File: src/rtl/baud_pkg.sv
package baud_pkg;
  localparam int SEL_W   = 3;
  localparam int MOD_W   = 4;
  localparam int CNT_W   = 5;
  localparam int CTRL_W  = 8;
  localparam int NUM_CH  = 2;
  localparam int CH_TX   = 0;
  localparam int CH_RX   = 1;
endpackage

File: src/rtl/baud_prescaler.sv
module baud_prescaler #(
  parameter int SEL_W = baud_pkg::SEL_W
) (
  input  logic             clk,
  input  logic             rst_ni,
  input  logic             restart,
  input  logic [SEL_W-1:0] sel,
  input  logic             ext_clk,
  output logic             tick
);
  localparam int PRE_W   = (1 << SEL_W) - 1;
  localparam int EXT_SEL = (1 << SEL_W) - 1;

  logic [PRE_W-1:0] pre_q, pre_d;
  logic [2:0]       sync_q, sync_d;
  logic [PRE_W-1:0] mask;
  logic             ext_rise;

  always_comb begin
    mask = '0;
    for (int i = 0; i < PRE_W; i++) begin
      if (i <= int'(sel)) mask[i] = 1'b1;
    end
  end

  assign ext_rise = sync_q[1] & ~sync_q[2];

  always_comb begin
    pre_d  = restart ? '0 : pre_q + 1'b1;
    sync_d = {sync_q[1:0], ext_clk};
    if (int'(sel) == EXT_SEL) tick = ext_rise;
    else                      tick = ((pre_q & mask) == mask);
  end

  always_ff @(posedge clk or negedge rst_ni) begin
    if (!rst_ni) begin
      pre_q  <= '0;
      sync_q <= '0;
    end else begin
      pre_q  <= pre_d;
      sync_q <= sync_d;
    end
  end

  // a tick never lasts two cycles unless a write intervenes
  assert_tick_single_R3: assert property (@(posedge clk) disable iff (!rst_ni)
    (tick && !restart) |=> !tick);
endmodule

File: src/rtl/baud_channel.sv
module baud_channel #(
  parameter int MOD_W = baud_pkg::MOD_W,
  parameter int CNT_W = baud_pkg::CNT_W
) (
  input  logic             clk,
  input  logic             rst_ni,
  input  logic             tick,
  input  logic             en,
  input  logic             clr,
  input  logic [MOD_W-1:0] modulus,
  output logic             bit_clk
);
  logic [CNT_W-1:0] cnt_q, cnt_d;
  logic             tog_q, tog_d;
  logic [CNT_W-1:0] limit;
  logic             at_limit;

  assign limit    = CNT_W'(modulus);
  assign at_limit = (cnt_q == limit);

  always_comb begin
    cnt_d = cnt_q;
    tog_d = tog_q;
    if (clr || !en) begin
      cnt_d = '0;
      tog_d = 1'b0;
    end else if (tick) begin
      if (at_limit) begin
        cnt_d = '0;
        tog_d = ~tog_q;
      end else begin
        cnt_d = cnt_q + 1'b1;
      end
    end
  end

  always_ff @(posedge clk or negedge rst_ni) begin
    if (!rst_ni) begin
      cnt_q <= '0;
      tog_q <= 1'b0;
    end else begin
      cnt_q <= cnt_d;
      tog_q <= tog_d;
    end
  end

  assign bit_clk = tog_q;

  // the count never runs past the modulus
  assert_cnt_bound_R5: assert property (@(posedge clk) disable iff (!rst_ni)
    cnt_q <= limit);

  // a running output only flips on a tick that found the count at the modulus
  assert_flip_on_match_R5: assert property (@(posedge clk) disable iff (!rst_ni)
    ($past(en) && !$past(clr) && !$stable(tog_q)) |->
      ($past(tick) && $past(cnt_q) == $past(limit)));

  // a disabled channel is held at zero
  assert_hold_zero_R7: assert property (@(posedge clk) disable iff (!rst_ni)
    !en |=> (cnt_q == '0 && !tog_q));
endmodule

File: src/rtl/baud_clkgen.sv
module baud_clkgen #(
  parameter int SEL_W  = baud_pkg::SEL_W,
  parameter int MOD_W  = baud_pkg::MOD_W,
  parameter int CNT_W  = baud_pkg::CNT_W,
  parameter int CTRL_W = baud_pkg::CTRL_W
) (
  input  logic              clk,
  input  logic              rst_n,
  input  logic              wr_en,
  input  logic [CTRL_W-1:0] wr_data,
  input  logic              ext_clk,
  input  logic              tx_en,
  input  logic              rx_en,
  output logic              tx_clk,
  output logic              rx_clk
);
  localparam int NCH   = baud_pkg::NUM_CH;
  localparam int FLD_W = SEL_W + MOD_W;

  logic [1:0]       rst_sync_q;
  logic             rst_ni;
  logic [FLD_W-1:0] ctrl_q, ctrl_d;
  logic             tick;
  logic [NCH-1:0]   ch_en;
  logic [NCH-1:0]   ch_clk;

  always_ff @(posedge clk or negedge rst_n) begin
    if (!rst_n) rst_sync_q <= 2'b00;
    else        rst_sync_q <= {rst_sync_q[0], 1'b1};
  end
  assign rst_ni = rst_sync_q[1];

  always_comb begin
    ctrl_d = ctrl_q;
    if (wr_en) ctrl_d = wr_data[FLD_W-1:0];
  end

  always_ff @(posedge clk or negedge rst_ni) begin
    if (!rst_ni) ctrl_q <= '0;
    else         ctrl_q <= ctrl_d;
  end

  baud_prescaler #(.SEL_W(SEL_W)) u_pre (
    .clk     (clk),
    .rst_ni  (rst_ni),
    .restart (wr_en),
    .sel     (ctrl_q[FLD_W-1:MOD_W]),
    .ext_clk (ext_clk),
    .tick    (tick)
  );

  assign ch_en[baud_pkg::CH_TX] = tx_en;
  assign ch_en[baud_pkg::CH_RX] = rx_en;

  for (genvar g = 0; g < NCH; g++) begin : g_ch
    baud_channel #(.MOD_W(MOD_W), .CNT_W(CNT_W)) u_ch (
      .clk     (clk),
      .rst_ni  (rst_ni),
      .tick    (tick),
      .en      (ch_en[g]),
      .clr     (wr_en),
      .modulus (ctrl_q[MOD_W-1:0]),
      .bit_clk (ch_clk[g])
    );
  end

  assign tx_clk = ch_clk[baud_pkg::CH_TX];
  assign rx_clk = ch_clk[baud_pkg::CH_RX];

  // a write leaves both outputs low in the following cycle
  assert_write_restart_R6: assert property (@(posedge clk) disable iff (!rst_ni)
    wr_en |=> (!tx_clk && !rx_clk));

  // the modulus field follows the written byte
  assert_ctrl_load_R2: assert property (@(posedge clk) disable iff (!rst_ni)
    wr_en |=> ctrl_q[MOD_W-1:0] == $past(wr_data[MOD_W-1:0]));
endmodule

File: config.mk
export PLATFORM = sky130hd
export DESIGN_NAME = baud_clkgen
export DESIGN_NICKNAME = d
export VERILOG_FILES = /design/src/rtl/baud_pkg.sv /design/src/rtl/baud_prescaler.sv /design/src/rtl/baud_channel.sv /design/src/rtl/baud_clkgen.sv
export SDC_FILE = /design/constraint.sdc
export NUM_CORES = 1
export LEC_CHECK = 0
export BUFFER_PORTS_ARGS = -buffer_cell sky130_fd_sc_hd__buf_4
export CAP_MARGIN = 20
export CORE_UTILIZATION = 30
export DETAILED_ROUTE_END_ITERATION = 7
export HOLD_SLACK_MARGIN = 0.12
export PLACE_DENSITY_LB_ADDON = 0.3
export SYNTH_ARGS = -nofsm -noshare
export SYNTH_HDL_FRONTEND = slang
export SYNTH_SLANG_ARGS = --single-unit
File: constraint.sdc
create_clock -name clk -period 2.3 [get_ports clk]
set_input_delay 0.46 -clock clk [delete_from_list [all_inputs] [get_ports clk]]
set_output_delay 0.46 -clock clk [all_outputs]
set_load 0.01 [all_outputs]
==> run metrics, run 1 <==
status finished, final reports clean; total power 1.27 mW; Yosys reg bits 31; post-CTS sizing 0; area of the mapped netlist 0.00163 mm2; area of the multi-input gates 817 um2; first-pass GRT wire length 5350 um; worst IR drop on VDD 372 uV; IO Port Bufs 14; routed via count 1,175; post-synthesis cell count 151; crit-path max FO 11; cts bufs inserted 5; prevailing post-synth register cell dfrtp_1; Synthesized Nets 168; most frequent cell after synthesis dfrtp_1; Finished Cell Area 0.00193 mm2; placed cell areas 0.00180 mm2; Final Hold Violating Endpoints 0; die height 75.8 um; share of layout cells above drive strength 1 0.247; nets@finish 186; GRT overflow 0; YS warnings 0; Worst Setup SP u_pre.pre_q[2]; H-tree levels 2; kind of cell adding the most delay to the critical path compound AO/OA/AOI/OAI gates; WL final 3070 um; Hold Path Class flip-flop to async pin; crit path launch type flip-flop; most frequent cells after synthesis dfrtp_1, nand3_1, nand2_1; post-layout util 0.373; via/cell ratio 4.90; Pleak 0.791 nW; Initial Util 0.316; area grow syn2layout 18.0%; clk buf depth 2; setup_tns 0 ps; endpoint type of the worst setup path flip-flop; WP data required 2510 ps; PD cells 659 mW/mm2; CP max-delay cell o311ai_2; Seq/Total Area, Yosys 0.475; gpl congestion 0.812; antenna viol nets, final 0; CP peak stage delay 760 ps; fill count 497; initial drt markers 85; Chip Width 75.8 um; Post-synth EDFFs 0; area share of the largest cell type after synthesis 0.475; Crit path buffers/inverters 0; Fmax achieved 503 MHz; clock root buffer master clkbuf_8; post-synthesis average cell area 10.8 um2; Async SR Flop Fraction 1.00; worst skew pair latency 290 ps; Clock Sinks 31; Final min period 1990 ps; drt pass-1 iters 4; antenna diode count 0; WL per Instance 12.8 um; max cap viols 0; Slew @ Worst Pin 866 ps; DIE AREA 0.00575 mm2; # DRC 0; CTS tree built; gr usage total 0.125; fin. max-slew vios 0; max_slew headroom 0.422; post-DP HPWL 2230 um; antenna violations before repair 0; # IOs 16; R2R Path Start u_pre.pre_q[2]; count of cell types in the netlist 43; CP Cell Sequence and2b_1, nor3b_2, o311ai_2, a22oi_1, o22ai_1; WS Path Type flip-flop to flip-flop; RSZ-0062 raised after global routing no; post-CTS setup repair buffer count 0; Setup violations, final 0; Sequential cell area 776 um2; largest net degree at the start of global routing 30; skew final 11.3 ps; number of global-route vias before repair 1,127; row cnt 26; Final period util 0.865; CORE AREA 0.00517 mm2; Synth area leaders dfrtp_1, mux2_2, xor2_1; post-synth top area cell dfrtp_1; Clk pin slew, worst setup/hold paths 70 ps; Worst Path Arrival 2200 ps
[placed cells by master (no fill, tap or decap), types with 2 or more instances in the layout]
cell,n
nand2_1,11
o211ai_1,4
ha_1,3
mux2_2,7
o21ai_0,2
dfrtp_1,31
and2b_1,2
nor2_1,9
o22ai_1,3
xnor2_1,4
nor2b_1,4
or3_1,4
inv_1,2
o31ai_2,2
xor2_1,7
a21oi_2,2
mux2i_1,3
o21ai_1,2
a22oi_1,2
nand4_1,2
a21oi_1,7
buf_4,15
nand3_1,12
nand2b_1,2
a21boi_1,2
clkbuf_8,6
nor3_1,2
[routing by layer]
layer	global-route usage	up-vias	wire length (um)
met2	0.193	14	1400
met3	0.0397	2	100
met1	0.167	582	1540
met4	0.0432	0	28
li1	-	577	-
met5	0	-	0
[sequential cells by signal (all words and copies together), names as in the netlist]
register,flops
ctrl_q,7
u_pre.sync_q,3
g_ch.u_ch.bit_clk,2
u_pre.pre_q,7
rst_sync_q,2
g_ch.u_ch.cnt_q,10
[stage by stage]
| step | std cells | hold slack (ps) | setup WS [ps] |
|---|---|---|---|
| 3_5_place_dp | 231 | 246 | 296 |
| 4_1_cts | 240 | 258 | 294 |
| 5_1_grt | 240 | 269 | 162 |
| 6_report | 240 | 234 | 310 |
| 3_3_place_gp | 231 | 243 | 390 |
| 2_1_floorplan | 151 | 164 | 735 |
[what timing repair did]
item / CTS / global route
hold buffers: 1 / 0
endpoints found under the hold margin: 2 / 0
endpoints found under the setup margin: 0 / 0
[layout make-up]
type                       instances  share of cell area
sequential                        31               0.402
inverter                           2             0.00389
clock inverter                     2              0.0182
tap                               70              0.0454
clock buffer                       6              0.0428
multi-input combinational        113               0.424
timing repair buffer              16              0.0636
[kinds of logic after synthesis]
family,synth area share
AO/OA/AOI/OAI,0.159
adder cells (fa/ha/maj),0.0230
XOR/XNOR,0.0590
other,0.00229
buffers and inverters,0.0253
multiplexers,0.0666
flip-flops,0.475
AND/OR/NAND/NOR,0.191
[final timing paths]
| path | to | slack [ps] | cells past startpoint |
|---|---|---|---|
| max in group asynchronous | rst_sync_q[0] | 1710 | 2 |
| setup / recovery | g_ch[0].u_ch.cnt_q[2] | 310 | 5 |
| min in group clk | u_pre.sync_q[0] | 280 | 1 |
| hold / removal | ctrl_q[1] | 230 | 1 |
| hold reg to reg | ctrl_q[1] | 230 | 1 |
| setup reg to reg | g_ch[0].u_ch.cnt_q[2] | 310 | 5 |
[where the power goes]
part / switching (mW) / leakage [nW] / internal [mW]
sequential: 0.0247 / 0.403 / 0.567
combinational: 0.0628 / 0.327 / 0.0583
clock: 0.207 / 0.0612 / 0.350
No activity file was read; power rests on OpenSTA's default activity.
==> inputs of run 2 (changes only) <==
- CORE_UTILIZATION: 30 -> 60
- PLACE_DENSITY: unset -> 0.81
- PLACE_DENSITY_LB_ADDON: 0.3 -> unset
- SYNTH_HIERARCHICAL: unset -> 1
==> run 2 against run 1 <==
  * Global-route usage grew 11 points
  * Die area shrank 52%
  * Synthesized cell count shrank 13%
  * Register-to-register slack gained 110 ps
  * Total power shrank 20%
  * Wire length shrank 11%
  * Combinational power is essentially flat
  * Clock power shrank 45%
  * Sequential share of layout area grew 4.7 points
  * Clock skew shrank 3.0 ps
==> run metrics, run 2 <==
YS warnings 6; area share of the largest cell type after synthesis 0.507; Finished Cell Area 0.00173 mm2; post-DP HPWL 1910 um; Yosys reg bits 31; Clock Sinks 31; largest family of logic cells by synthesized area simple AND/OR/NAND/NOR gates; H-tree levels 2; setup_tns 0 ps; Synth Area in XOR/XNOR 0.0973; WL final 2720 um; PD cells 590 mW/mm2; drt pass-1 iters 4; WP data required 2550 ps; cts hold-fix bufs 1; post-synthesis cell count 131; area grow syn2layout 12.9%; Seq/Total Area, Yosys 0.507; crit path launch type flip-flop; status finished, final reports clean; fin. max-slew vios 0; Final period util 0.818; crit-path max FO 24; nets@finish 169; Pleak 0.733 nW; # DRC 0; # IOs 16; Worst Path Arrival 2130 ps; GRT overflow 0; largest net degree at the start of global routing 30; RSZ-0062 raised after global routing no; Clk pin slew, worst setup/hold paths 100 ps; WS Path Type flip-flop to flip-flop; endpoint type of the worst setup path flip-flop; Synth Area in Compound Gates 0.111; max cap viols 0; worst IR drop on VDD 531 uV; DIE AREA 0.00276 mm2; Chip Width 52.5 um; prevailing post-synth register cell dfrtp_1; Hold Path Class input pin to flip-flop; clk buf depth 2; share of layout cells above drive strength 1 0.229; Adder-Cell Fraction of Synth Area 0.0245; antenna diode count 0; gr usage total 0.237; placed cell areas 0.00166 mm2; Fmax achieved 531 MHz; Largest regs g_ch.u_ch/cnt_q x10, ctrl_q x7, u_pre/pre_q x7; post-CTS setup repair buffer count 0; Sequential cell area 776 um2; area of the multi-input gates 729 um2; area of the mapped netlist 0.00153 mm2; Setup violations, final 0; CTS tree built; most frequent cell after synthesis dfrtp_1; post-CTS sizing 0; max reg flops 10; Synth area leaders dfrtp_1, mux2_4, xnor2_1; most common cell after layout, fill and taps aside dfrtp_1; Async SR Flop Fraction 1.00; antenna viol nets, final 0; initial drt markers 20; count of cell types in the netlist 29; routed via count 1,046; row cnt 17; WL per Instance 15.0 um; gpl congestion 0.803; first-pass GRT wire length 4510 um; Post-Synth Simple-Gate Area 0.173; antenna violations before repair 0; mux cell area share after synthesis 0.0687; Synthesized Nets 148; total power 1.02 mW; CORE AREA 0.00230 mm2; fill count 164; cts bufs inserted 5; post-synth top area cell dfrtp_1; Initial Util 0.666; worst skew pair latency 330 ps; Post-synth EDFFs 0; via/cell ratio 5.78; Final min period 1880 ps; Largest Register g_ch.u_ch/cnt_q; post-synthesis average cell area 11.7 um2; IO Port Bufs 14; die height 52.5 um; Final Hold Violating Endpoints 0; number of global-route vias before repair 1,018; commonest cells after routing, fill and taps aside dfrtp_1, buf_4, xnor2_1, nand3_1; skew final 8.29 ps; most frequent cells after synthesis dfrtp_1, nand3_1, xnor2_1; clock root buffer master clkbuf_4
==> run 2: cell count changes after synthesis, moves of 3 or more <==
cell | before | now
nand2_1 | 11 | 3
mux2_2 | 7 | 0
mux2_4 | 0 | 7
nand3b_1 | 1 | 8
a211oi_1 | 0 | 6
xnor2_1 | 4 | 9
a21oi_1 | 7 | 3
o2111ai_1 | 0 | 4
o21ai_0 | 2 | 6
mux2i_1 | 3 | 0
nand3_1 | 12 | 9
o22ai_1 | 3 | 0
==> run 2: cells by family after synthesis <==
logic type      Yosys count
other cells               1
fa+ha+maj                 3
flops                    31
compound gates           25
buf+inv                   4
mux                       7
xor+xnor                 17
simple gates             43
==> run 2: final timing paths <==
kind	to	cells past startpoint	slack, ps	startpoint
setup / recovery	g_ch[0].u_ch/cnt_q[3]	8	420	ctrl_q[4]
hold / removal	u_pre/sync_q[0]	1	230	ext_clk
setup reg to reg	g_ch[0].u_ch/cnt_q[3]	8	420	ctrl_q[4]
hold reg to reg	ctrl_q[4]	1	260	rst_sync_q[1]
max in group asynchronous	u_pre/pre_q[6]	1	1770	rst_sync_q[1]
min in group asynchronous	ctrl_q[4]	1	260	rst_sync_q[1]
==> run 2: per-stage QoR <==
stage | util | std cells | hold slack, ps | setup slack (ps)
after CTS | 0.752 | 181 | 219 | 414
final | 0.752 | 181 | 230 | 418
after global routing | 0.752 | 181 | 215 | 223
after detailed placement | 0.724 | 172 | 244 | 459
after global placement | 0.724 | 172 | 242 | 520
after floorplan | - | 131 | 164 | 524
==> run 2: where the power goes <==
group	leakage, nW	switching [mW]	internal (mW)
sequential	0.403	0.0248	0.567
clock	0.0282	0.190	0.118
combinational	0.302	0.0570	0.0641
==> run 2: metal layers <==
layer	GRT usage	routed length, um	vias up
li1	-	-	517
met1	0.293	1240	501
met2	0.373	1320	21
met3	0.0870	102	7
met4	0.0921	50	0
met5	0	0	-
==> run 2: worst max-delay path, cell delays in order (launching register included) <==
cell and delay [ps]:
dfrtp_1 430, nor2b_1 150, a21oi_1 120, a31oi_1 110
o21bai_1 140, buf_4 260, o2111ai_1 190, xor2_1 180
a211oi_1 220
==> run 2: layout make-up <==
class	count	share of cell area
Clock buffer	6	0.0239
Clock inverter	2	0.00724
Inverter	1	0.00217
Multi-Input combinational cell	96	0.422
Sequential cell	31	0.449
Tap cell	28	0.0203
Timing Repair Buffer	17	0.0753
